**src/rtl/i2c_irq_pkg.sv**
```systemverilog
package i2c_irq_pkg;

    localparam int NUM_STICKY = 10;
    localparam int NUM_STATUS = NUM_STICKY + 2;
    localparam int ADDR_W     = 5;

    localparam int BIT_ABORT    = 4;
    localparam int BIT_TX_LOW   = NUM_STICKY;
    localparam int BIT_RX_HIGH  = NUM_STICKY + 1;

    localparam int A_CTRL      = 0;
    localparam int A_MASK      = 1;
    localparam int A_RAW       = 2;
    localparam int A_MASKED    = 3;
    localparam int A_TX_THR    = 4;
    localparam int A_RX_THR    = 5;
    localparam int A_CAUSE     = 6;
    localparam int A_CLR_ALL   = 7;
    localparam int A_CLR_BASE  = 8;
    localparam int A_LAST      = A_CLR_BASE + NUM_STICKY - 1;

    typedef enum logic {
        CAUSE_EMPTY = 1'b0,
        CAUSE_HELD  = 1'b1
    } cause_state_t;

endpackage

```
**src/rtl/irq_sticky_bank.sv**
```systemverilog
module irq_sticky_bank #(
    parameter int N = 10
) (
    input  logic         clk,
    input  logic         rst_n,
    input  logic [N-1:0] ev,
    input  logic [N-1:0] clr_one,
    input  logic         clr_all,
    output logic [N-1:0] sticky
);

    for (genvar g = 0; g < N; g++) begin : g_bit
        logic wipe;
        assign wipe = clr_one[g] | clr_all;

        always_ff @(posedge clk or negedge rst_n) begin
            if (!rst_n) begin
                sticky[g] <= 1'b0;
            end else if (ev[g]) begin
                sticky[g] <= 1'b1;
            end else if (wipe) begin
                sticky[g] <= 1'b0;
            end
        end


        set_on_event_chk: assert property (@(posedge clk) disable iff (!rst_n)
            ev[g] |=> sticky[g]);


        clear_takes_chk: assert property (@(posedge clk) disable iff (!rst_n)
            (wipe && !ev[g]) |=> !sticky[g]);


        hold_when_idle_chk: assert property (@(posedge clk) disable iff (!rst_n)
            (sticky[g] && !wipe) |=> sticky[g]);
    end

endmodule

```
**src/rtl/irq_level_detect.sv**
```systemverilog
module irq_level_detect #(
    parameter int LVL_W = 4
) (
    input  logic [LVL_W-1:0] tx_level,
    input  logic [LVL_W-1:0] rx_level,
    input  logic [LVL_W-1:0] tx_thr,
    input  logic [LVL_W-1:0] rx_thr,
    output logic             tx_low,
    output logic             rx_high
);

    always_comb begin
        tx_low  = (tx_level <= tx_thr);
        rx_high = (rx_level >  rx_thr);
    end

endmodule

```
**src/rtl/irq_abort_capture.sv**
```systemverilog
module irq_abort_capture
    import i2c_irq_pkg::*;
#(
    parameter int CAUSE_W = 16
) (
    input  logic               clk,
    input  logic               rst_n,
    input  logic               abort_ev,
    input  logic [CAUSE_W-1:0] cause_in,
    input  logic               release_rd,
    output logic [CAUSE_W-1:0] cause_q
);

    cause_state_t state_q, state_d;

    always_ff @(posedge clk or negedge rst_n) begin
        if (!rst_n) begin
            state_q <= CAUSE_EMPTY;
        end else begin
            state_q <= state_d;
        end
    end

    always_comb begin
        state_d = state_q;
        unique case (state_q)
            CAUSE_EMPTY: if (abort_ev) state_d = CAUSE_HELD;
            CAUSE_HELD: begin
                if (abort_ev)        state_d = CAUSE_HELD;
                else if (release_rd) state_d = CAUSE_EMPTY;
            end
            default: state_d = CAUSE_EMPTY;
        endcase
    end

    always_ff @(posedge clk or negedge rst_n) begin
        if (!rst_n) begin
            cause_q <= '0;
        end else if (abort_ev) begin
            cause_q <= cause_in;
        end else if (release_rd) begin
            cause_q <= '0;
        end
    end


    cause_held_chk: assert property (@(posedge clk) disable iff (!rst_n)
        (state_q == CAUSE_HELD && !abort_ev && !release_rd) |=> $stable(cause_q));


    cause_release_chk: assert property (@(posedge clk) disable iff (!rst_n)
        (release_rd && !abort_ev) |=> (cause_q == '0 && state_q == CAUSE_EMPTY));


    cause_empty_zero_chk: assert property (@(posedge clk) disable iff (!rst_n)
        (state_q == CAUSE_EMPTY) |-> (cause_q == '0));

endmodule

```
**src/rtl/i2c_irq_collector.sv**
```systemverilog
module i2c_irq_collector
    import i2c_irq_pkg::*;
#(
    parameter int REG_W   = 16,
    parameter int LVL_W   = 4,
    parameter int CAUSE_W = 16
) (
    input  logic                  clk,
    input  logic                  rst_n,
    input  logic [NUM_STICKY-1:0] ev_pulse,
    input  logic [CAUSE_W-1:0]    abort_cause,
    input  logic [LVL_W-1:0]      tx_level,
    input  logic [LVL_W-1:0]      rx_level,
    input  logic                  reg_rd,
    input  logic                  reg_wr,
    input  logic [ADDR_W-1:0]     reg_addr,
    input  logic [REG_W-1:0]      reg_wdata,
    output logic [REG_W-1:0]      reg_rdata,
    output logic                  irq
);

    localparam logic [ADDR_W-1:0] AD_CTRL    = ADDR_W'(A_CTRL);
    localparam logic [ADDR_W-1:0] AD_MASK    = ADDR_W'(A_MASK);
    localparam logic [ADDR_W-1:0] AD_RAW     = ADDR_W'(A_RAW);
    localparam logic [ADDR_W-1:0] AD_MASKED  = ADDR_W'(A_MASKED);
    localparam logic [ADDR_W-1:0] AD_TX_THR  = ADDR_W'(A_TX_THR);
    localparam logic [ADDR_W-1:0] AD_RX_THR  = ADDR_W'(A_RX_THR);
    localparam logic [ADDR_W-1:0] AD_CAUSE   = ADDR_W'(A_CAUSE);
    localparam logic [ADDR_W-1:0] AD_CLR_ALL = ADDR_W'(A_CLR_ALL);

    logic [REG_W-1:0]      ctrl_q, mask_q;
    logic [LVL_W-1:0]      tx_thr_q, rx_thr_q;
    logic [NUM_STICKY-1:0] sticky, clr_hit, clr_one;
    logic                  clr_all;
    logic                  tx_low, rx_high;
    logic [NUM_STATUS-1:0] raw_status, masked_status;
    logic [CAUSE_W-1:0]    cause_q;
    logic [REG_W-1:0]      rd_val;

    // Clear-address decode, one strobe per sticky source
    for (genvar g = 0; g < NUM_STICKY; g++) begin : g_clr
        assign clr_hit[g] = (reg_addr == ADDR_W'(A_CLR_BASE + g));
        assign clr_one[g] = reg_rd & clr_hit[g];
    end
    assign clr_all = reg_rd & (reg_addr == AD_CLR_ALL);

    irq_sticky_bank #(.N(NUM_STICKY)) i_sticky (
        .clk     (clk),
        .rst_n   (rst_n),
        .ev      (ev_pulse),
        .clr_one (clr_one),
        .clr_all (clr_all),
        .sticky  (sticky)
    );

    irq_level_detect #(.LVL_W(LVL_W)) i_level (
        .tx_level (tx_level),
        .rx_level (rx_level),
        .tx_thr   (tx_thr_q),
        .rx_thr   (rx_thr_q),
        .tx_low   (tx_low),
        .rx_high  (rx_high)
    );

    irq_abort_capture #(.CAUSE_W(CAUSE_W)) i_cause (
        .clk        (clk),
        .rst_n      (rst_n),
        .abort_ev   (ev_pulse[BIT_ABORT]),
        .cause_in   (abort_cause),
        .release_rd (clr_one[BIT_ABORT]),
        .cause_q    (cause_q)
    );

    always_comb begin
        raw_status                 = '0;
        raw_status[NUM_STICKY-1:0] = sticky;
        raw_status[BIT_TX_LOW]     = tx_low;
        raw_status[BIT_RX_HIGH]    = rx_high;
        masked_status              = raw_status & mask_q[NUM_STATUS-1:0];
    end

    // Software-writable configuration
    always_ff @(posedge clk or negedge rst_n) begin
        if (!rst_n) begin
            ctrl_q   <= '0;
            mask_q   <= '0;
            tx_thr_q <= '0;
            rx_thr_q <= '0;
        end else if (reg_wr) begin
            if (reg_addr == AD_CTRL)   ctrl_q   <= reg_wdata;
            if (reg_addr == AD_MASK)   mask_q   <= reg_wdata;
            if (reg_addr == AD_TX_THR) tx_thr_q <= reg_wdata[LVL_W-1:0];
            if (reg_addr == AD_RX_THR) rx_thr_q <= reg_wdata[LVL_W-1:0];
        end
    end

    // Read mux
    always_comb begin
        rd_val = '0;
        case (reg_addr)
            AD_CTRL:    rd_val = ctrl_q;
            AD_MASK:    rd_val = mask_q;
            AD_RAW:     rd_val = REG_W'(raw_status);
            AD_MASKED:  rd_val = REG_W'(masked_status);
            AD_TX_THR:  rd_val = REG_W'(tx_thr_q);
            AD_RX_THR:  rd_val = REG_W'(rx_thr_q);
            AD_CAUSE:   rd_val = REG_W'(cause_q);
            AD_CLR_ALL: rd_val = REG_W'(sticky);
            default: begin
                for (int i = 0; i < NUM_STICKY; i++) begin
                    if (clr_hit[i]) rd_val = REG_W'(sticky[i]);
                end
            end
        endcase
    end

    always_ff @(posedge clk or negedge rst_n) begin
        if (!rst_n) begin
            reg_rdata <= '0;
            irq       <= 1'b0;
        end else begin
            reg_rdata <= reg_rd ? rd_val : '0;
            irq       <= ctrl_q[0] & (|masked_status);
        end
    end


    irq_gated_chk: assert property (@(posedge clk) disable iff (!rst_n)
        !ctrl_q[0] |=> !irq);


    unmapped_zero_chk: assert property (@(posedge clk) disable iff (!rst_n)
        (reg_rd && reg_addr > ADDR_W'(A_LAST)) |=> (reg_rdata == '0));


    no_read_zero_chk: assert property (@(posedge clk) disable iff (!rst_n)
        !reg_rd |=> (reg_rdata == '0));

endmodule

```
**config.mk**
```make
export PLATFORM = sky130hd
export DESIGN_NAME = i2c_irq_collector
export DESIGN_NICKNAME = d
export VERILOG_FILES = /design/src/rtl/i2c_irq_pkg.sv /design/src/rtl/irq_sticky_bank.sv /design/src/rtl/irq_level_detect.sv /design/src/rtl/irq_abort_capture.sv /design/src/rtl/i2c_irq_collector.sv
export SDC_FILE = /design/constraint.sdc
export NUM_CORES = 1
export LEC_CHECK = 0
export BUFFER_PORTS_ARGS = -buffer_cell sky130_fd_sc_hd__buf_2
export CAP_MARGIN = 20
export CORE_AREA = 2 2 89 91
export DETAILED_ROUTE_END_ITERATION = 10
export DIE_AREA = 0 0 91 93
export PLACE_DENSITY = 0.78
export SETUP_SLACK_MARGIN = 0.2
export SLEW_MARGIN = 20
export SYNTH_ARGS = -nofsm -noshare
export SYNTH_HDL_FRONTEND = slang
export SYNTH_SLANG_ARGS = --single-unit
```
**constraint.sdc**
```tcl
create_clock -name clk -period 3.35 [get_ports clk]
set_input_delay 0.8375 -clock clk [delete_from_list [all_inputs] [get_ports clk]]
set_output_delay 0.8375 -clock clk [all_outputs]
set_load 0.005 [all_outputs]
```
==> impl_metrics.py, run 1 <==
metrics = {
    "outcome": {
        "status": "finished, final reports clean",
    },
    "pwr": {
        "p_leak_nw": 2.30,
        "p_per_area_nw_per_um2": 506,
        "vdd.ir_drop.worst_mv": 0.189,
    },
    "timing": {
        "slew_headroom_pct": 51.2,
        "skew_ns": 0.00968,
        "maxSlewViolCount": 0,
        "hold_viol_final": 0,
        "fmax_mhz": 437,
        "setup_viol": 0,
        "period_share_pct": 68.3,
        "whs_ns": 0.507,
        "finalCriticalPeriod_ns": 2.29,
        "rsz0062_at_grt": "no",
        "worst_pin_slew_ns": 0.726,
        "tns_ns": 0,
    },
    "clock_tree": {
        "clock_latency_ns": 0.35,
        "cts-resized-gates": 0,
        "root_buffer": "clkbuf_8",
        "cts_tree": "yes",
        "htree_levels": 3,
        "numCtsBuffers": 9,
        "cts_setup_buffers": 0,
        "clock_sinks": 83,
        "postCtsHoldBufs": 0,
        "ctsLongestPathBuffers": 2,
        "cts.reportedPaths.clkPinSlew_ns": 0.08,
    },
    "detailed_routing": {
        "antenna_left": 0,
        "wire_per_inst_um": 20.3,
        "drt_drc_violations_left": 0,
        "drt-total-wl_um": 10600,
        "first_pass_iters": 5,
        "drtIter0Drc": 241,
        "drt-vias-per-instance": 6.05,
        "via_count": 3152,
    },
    "worst_setup_path": {
        "critPathKind": "in -> reg",
        "crit_path_end_kind": "register",
        "reg2reg_to": "irq",
        "critPathSlowestCell": "nor3_1",
        "slowest_delay_ns": 0.63,
        "start_kind": "input pin",
        "path_max_fanout": 14,
        "r2r_cells": 7,
        "crit_arrival_ns": 2.53,
        "reg2reg_slack_ns": 1.49,
        "required_ns": 3.59,
        "r2r_start": "rx_thr_q[1]",
        "crit_chain": "buf_2 > inv_1 > nor3_1 > nand3_1 > mux2_2",
    },
    "global_routing": {
        "grt_pass1_wl_um": 17300,
        "overflow": 0,
        "antenna_found_initial": 0,
        "grt_usage_pct": 26.7,
        "grt_start_max_net_pins": 84,
        "grt_pass1_vias": 3350,
    },
    "synthesis": {
        "yosysMostFrequentCell": "dfrtp_1",
        "synth.distinct_cells": 47,
        "yosys_warnings": 0,
        "ys_ff_latch": 83,
        "synth_commonest_cells": "dfrtp_1 (83), nand2_1 (28), mux2_2 (20), mux2_4 (20), a21oi_1 (17)",
        "synthArstFlopShare_pct": 100,
        "synth_edf_count": 0,
        "synth_area_leaders": "dfrtp_1 (51%), mux2_4 (7.4%), mux2_2 (5.6%), a22o_1 (3.5%), nand2_1 (2.6%)",
        "synthesis.area_um2": 4040,
        "synth_top_area_share_pct": 51.4,
        "synth_top_area_cell": "dfrtp_1",
        "syn_area_per_cell_um2": 11.9,
        "syn_nets": 408,
        "synthCells": 341,
        "ys_seq_area_share_pct": 51.4,
        "synth_flop_cell": "dfrtp_1",
    },
    "finish": {
        "fin_cells": 521,
        "fin_nets": 482,
        "n_antenna_cell": 0,
        "drive_gt1_share_pct": 35.6,
        "final_cell_area_um2": 4710,
        "area_delta_synth_final_pct": 16.6,
    },
    "placed_design": {
        "place_congestion": 0.871,
        "dp.cells": 506,
        "dpl_cell_area_um2": 4500,
        "io_buffers": 75,
        "dp_hpwl_um": 7410,
    },
    "die": {
        "dieWidth_um": 91,
        "die-area_um2": 8460,
        "start_util_pct": 53.7,
        "core_um2": 7530,
        "boundaryPins": 76,
        "die_h_um": 93,
        "fp-row-count": 32,
    },
    "hold_path": {
        "hold_depth": 1,
        "holdCritPathClass": "reg -> reg",
        "min_to": "i_cause.cause_q[10]",
        "hold_start": "i_cause.cause_q[10]",
    },
    "job": {
        "maxCapViolations": 0,
    },
}
-- how the worst max path moves through the flow --
| stage | startpoint | end | cells after the start |
|---|---|---|---|
| 2_1_floorplan | reg_addr[3] | ctrl_q[0] | 6 |
| 3_3_place_gp | reg_addr[0] | reg_rdata[7] | 5 |
| 3_5_place_dp | reg_addr[0] | reg_rdata[7] | 5 |
| 4_1_cts | reg_addr[2] | rx_thr_q[1] | 5 |
| 5_1_grt | reg_addr[2] | rx_thr_q[1] | 5 |
| 6_report | reg_addr[2] | rx_thr_q[1] | 5 |
-- flip-flops by register name, indices dropped and copies added (netlist names) --
signal,cells
reg_rdata,16
tx_thr_q,4
mask_q,16
i_cause.cause_q,16
irq,1
i_sticky.sticky,10
rx_thr_q,4
ctrl_q,16
-- area by class of cell --
cell class / instances / area [um^2]
fill: 643 / 2820
sequential: 83 / 2080
multi-input combinational: 226 / 1810
timing repair buffer: 83 / 442
clock buffer: 10 / 128
tap: 102 / 128
clock inverter: 5 / 78.8
inverter: 12 / 45.0
-- metal layers --
metal | GRT usage, % | part of all wire (%) | vias up
met5 | 0 | 0 | -
met4 | 11.0 | 2.1 | 0
met3 | 5.96 | 8.7 | 23
met2 | 42.1 | 47 | 177
met1 | 36.2 | 42 | 1524
li1 | - | - | 1428
-- power breakdown --
group | internal [mW] | leakage, nW | switching [mW] | total [mW]
clock network | 0.415 | 0.106 | 0.348 | 0.763
registers | 1.12 | 1.03 | 0.103 | 1.22
logic | 0.212 | 1.16 | 0.183 | 0.395
total | 1.75 | 2.30 | 0.634 | 2.38
-- cell families (layout without fill, tap and decap cells) --
| logic type | count (synthesis) | in the layout | share of synthesized area, % |
|---|---|---|---|
| compound gates | 95 | 95 | 17.6 |
| xor+xnor | 1 | 1 | 0.217 |
| fa+ha+maj | 8 | 8 | 2.48 |
| buf+inv | 32 | 110 | 3.71 |
| flops | 83 | 83 | 51.4 |
| mux | 47 | 47 | 14.7 |
| simple gates | 75 | 75 | 9.81 |
-- worst max-delay path, delay by kind of cell --
kind	cells	cell delay [ns]
simple gates	2	0.93
buf+inv	2	0.41
mux	1	0.35
-- through the flow --
| step | total power, mW | util (%) | worst slack [ns] |
|---|---|---|---|
| 2_1_floorplan | 1.47 | - | 1.09 |
| 3_3_place_gp | 1.60 | 59.8 | 0.720 |
| 3_5_place_dp | 1.63 | 59.8 | 0.725 |
| 4_1_cts | 2.39 | 62.5 | 1.10 |
| 5_1_grt | 2.50 | 62.6 | 0.927 |
| 6_report | 2.38 | 62.6 | 1.06 |
-- cell usage in the layout (no fill, tap or decap), types with 2 or more instances in the layout --
| master | netlist | final |
|---|---|---|
| a21o_1 | 10 | 10 |
| a21oi_1 | 17 | 17 |
| a222oi_1 | 9 | 9 |
| a22o_1 | 16 | 16 |
| a22oi_1 | 9 | 9 |
| a31o_2 | 8 | 8 |
| a31oi_1 | 2 | 2 |
| and3_1 | 2 | 2 |
| buf_2 | 11 | 74 |
| buf_4 | 0 | 8 |
| bufinv_16 | 0 | 2 |
| clkbuf_8 | 0 | 9 |
| clkinv_2 | 0 | 2 |
| dfrtp_1 | 83 | 83 |
| ha_1 | 8 | 8 |
| inv_1 | 12 | 12 |
| mux2_2 | 20 | 20 |
| mux2_4 | 20 | 20 |
| mux2i_1 | 7 | 7 |
| nand2_1 | 28 | 28 |
| nand2_4 | 2 | 2 |
| nand2b_1 | 3 | 3 |
| nand3_1 | 8 | 8 |
| nand4_1 | 4 | 4 |
| nor2_1 | 8 | 8 |
| nor2b_1 | 4 | 4 |
| nor3_1 | 6 | 6 |
| nor3_4 | 2 | 2 |
| nor3b_1 | 2 | 2 |
| nor4_1 | 2 | 2 |
| o211ai_1 | 2 | 2 |
| o21a_1 | 2 | 2 |
| o21ai_0 | 8 | 8 |
| o31ai_1 | 2 | 2 |
| or3_1 | 3 | 3 |
Note: power is estimated with default switching activity, not from simulation.
==> run 2: changes to the inputs <==
--- a/config.mk
+++ b/config.mk
@@ -7,10 +7,10 @@
 export LEC_CHECK = 0
 export BUFFER_PORTS_ARGS = -buffer_cell sky130_fd_sc_hd__buf_2
 export CAP_MARGIN = 20
-export CORE_AREA = 2 2 89 91
+export CORE_AREA = 2 2 93 95
 export DETAILED_ROUTE_END_ITERATION = 10
-export DIE_AREA = 0 0 91 93
-export PLACE_DENSITY = 0.78
+export DIE_AREA = 0 0 95 97
+export PLACE_DENSITY = 0.75
 export SETUP_SLACK_MARGIN = 0.2
 export SLEW_MARGIN = 20
 export SYNTH_ARGS = -nofsm -noshare
==> constraint.sdc (replaced) <==
create_clock -name clk -period 1.9 [get_ports clk]
set_input_delay 0.475 -clock clk [delete_from_list [all_inputs] [get_ports clk]]
set_output_delay 0.475 -clock clk [all_outputs]
set_load 0.005 [all_outputs]
==> run 2 against run 1 <==
Against the previous run: the flow now finishes with violations (hold timing); sequential power increased by 76%; combinational power up 94%; critical path depth rose by 2; clock power increased by 80%; sequential share of layout area decreased by 2.7 points; die area grew 8.9%; core utilization shrank 0.96 points; via count increased by 3.9%; hold slack worse by 0.51 ns; critical path type is now reg -> reg; largest power group unchanged; highest routed layer unchanged.
==> impl_metrics.py, run 2 (same netlist as run 1, synthesis figures left out) <==
metrics = {
    "outcome": {
        "status": "finished with violations",
        "violations": "hold timing",
    },
    "clock_tree": {
        "cts.reportedPaths.clkPinSlew_ns": 0.08,
        "clock_sinks": 83,
        "postCtsHoldBufs": 0,
        "root_buffer": "clkbuf_8",
        "clock_latency_ns": 0.36,
        "cts_tree": "yes",
        "htree_levels": 3,
        "numCtsBuffers": 9,
        "ctsLongestPathBuffers": 2,
    },
    "detailed_routing": {
        "drt-total-wl_um": 10700,
        "via_count": 3274,
        "drtIter0Drc": 357,
        "antenna_left": 0,
        "drt-vias-per-instance": 5.90,
        "first_pass_iters": 8,
        "drt_drc_violations_left": 0,
        "wire_per_inst_um": 19.2,
    },
    "timing": {
        "period_share_pct": 88.2,
        "rsz0062_at_grt": "yes",
        "maxSlewViolCount": 0,
        "hold_viol_final": 1,
        "slew_headroom_pct": 70.1,
        "setup_viol": 0,
        "fmax_mhz": 596,
        "finalCriticalPeriod_ns": 1.68,
        "whs_ns": -0.00164,
        "worst_pin_slew_ns": 0.449,
        "skew_ns": 0.00688,
    },
    "worst_setup_path": {
        "crit_path_end_kind": "register",
        "critPathLaunch": "rx_thr_q[1]",
        "r2r_start": "rx_thr_q[1]",
        "path_max_fanout": 2,
        "reg2reg_slack_ns": 0.22,
        "crit_end": "irq",
        "critPathKind": "reg -> reg",
        "r2r_cells": 7,
        "required_ns": 2.14,
        "reg2reg_to": "irq",
        "start_kind": "register",
        "crit_arrival_ns": 1.92,
    },
    "finish": {
        "area_delta_synth_final_pct": 24.1,
        "drive_gt1_share_pct": 41.6,
        "nFillCells": 663,
        "fin_nets": 513,
        "final_common_cell": "dfrtp_1",
        "multi_input_area_um2": 1850,
        "postLayoutCoreUtil_pct": 61.6,
        "final_cell_mix": "dfrtp_1 (83), buf_2 (74), buf_4 (38)",
        "n_antenna_cell": 0,
        "regArea_um2": 2080,
        "fin_cells": 555,
        "final_cell_area_um2": 5010,
    },
    "pwr": {
        "power_switching_share_pct": 26.8,
        "p_leak_nw": 2.47,
        "p_int_mw": 3.14,
        "power_frac_clock_pct": 32.0,
        "p_per_area_nw_per_um2": 855,
        "vdd.ir_drop.worst_mv": 0.392,
        "combinationalPowerShare_pct": 17.9,
        "seqPwrFrac_pct": 50.1,
        "switchingPower_mw": 1.15,
    },
    "die": {
        "start_util_pct": 49.7,
        "boundaryPins": 76,
        "die_h_um": 97,
        "die-area_um2": 9220,
        "core_um2": 8130,
        "fp-row-count": 33,
        "dieWidth_um": 95,
    },
    "placed_design": {
        "dpl_cell_area_um2": 4780,
        "place_congestion": 0.970,
        "dp_hpwl_um": 7770,
        "io_buffers": 75,
        "dp.cells": 538,
    },
    "job": {
        "maxCapViolations": 0,
    },
    "global_routing": {
        "overflow": 0,
        "antenna_found_initial": 0,
        "grt_pass1_vias": 3415,
        "grt_pass1_wl_um": 17600,
        "grt_usage_pct": 25.1,
        "grt_start_max_net_pins": 45,
    },
    "hold_path": {
        "holdCritPathClass": "in -> async",
    },
}
## run 2: layer usage
layer,share of wire (%),up-vias,global-route usage (%)
li1,-,1490,-
met1,43,1615,35.6
met2,47,144,38.2
met3,7.5,25,4.91
met4,2.3,0,9.48
met5,0,-,0
## run 2: timing repair
action,4_1_cts,5_1_grt
setup endpoints to repair,1,13
buffers inserted,1,1
gates resized for setup,0,2
pin swaps,0,2
## run 2: area by class of cell
class,count,share of cell area [%]
sequential,83,41.4
clock buffer,9,2.47
clock inverter,6,1.80
inverter,12,0.898
tap,105,2.62
multi-input combinational,226,36.9
timing repair buffer,114,13.9
## run 2: power by group through the flow
stage	sequential, mW	combinational (mW)	clock (mW)
after detailed placement	2.18	0.752	0
final	2.15	0.768	1.37
after global routing	2.17	0.852	1.47
after CTS	2.14	0.762	1.40
after global placement	2.16	0.714	0
after floorplan	2.12	0.481	0
## run 2: worst min path at each step
stage	endpoint	slack (ns)	depth (start not counted)
after CTS	i_cause.cause_q[3]	0.005	1
final	i_cause.cause_q[3]	-0.002	1
after global placement	i_cause.cause_q[1]	0.39	1
after detailed placement	i_cause.cause_q[3]	0.39	1
after global routing	i_cause.cause_q[3]	0.01	1
after floorplan	ctrl_q[0]	0.18	0
## run 2: worst max-delay path, stage by stage (launching register included)
cell and delay (ns):
dfrtp_1 0.40, inv_2 0.08, ha_4 0.19, nor2b_1 0.12, o21ai_1 0.12, nand2_1 0.08
and3_1 0.15, o41a_1 0.42
## run 2: metrics by stage
step / worst slack (ns) / TNS [ns] / total power [mW]
after detailed placement: -0.133 / -4.37 / 2.93
after floorplan: 0.00704 / 0 / 2.60
after global placement: -0.0795 / -2.57 / 2.88
after CTS: 0.204 / 0 / 4.30
final: 0.223 / 0 / 4.29
after global routing: 0.139 / 0 / 4.49
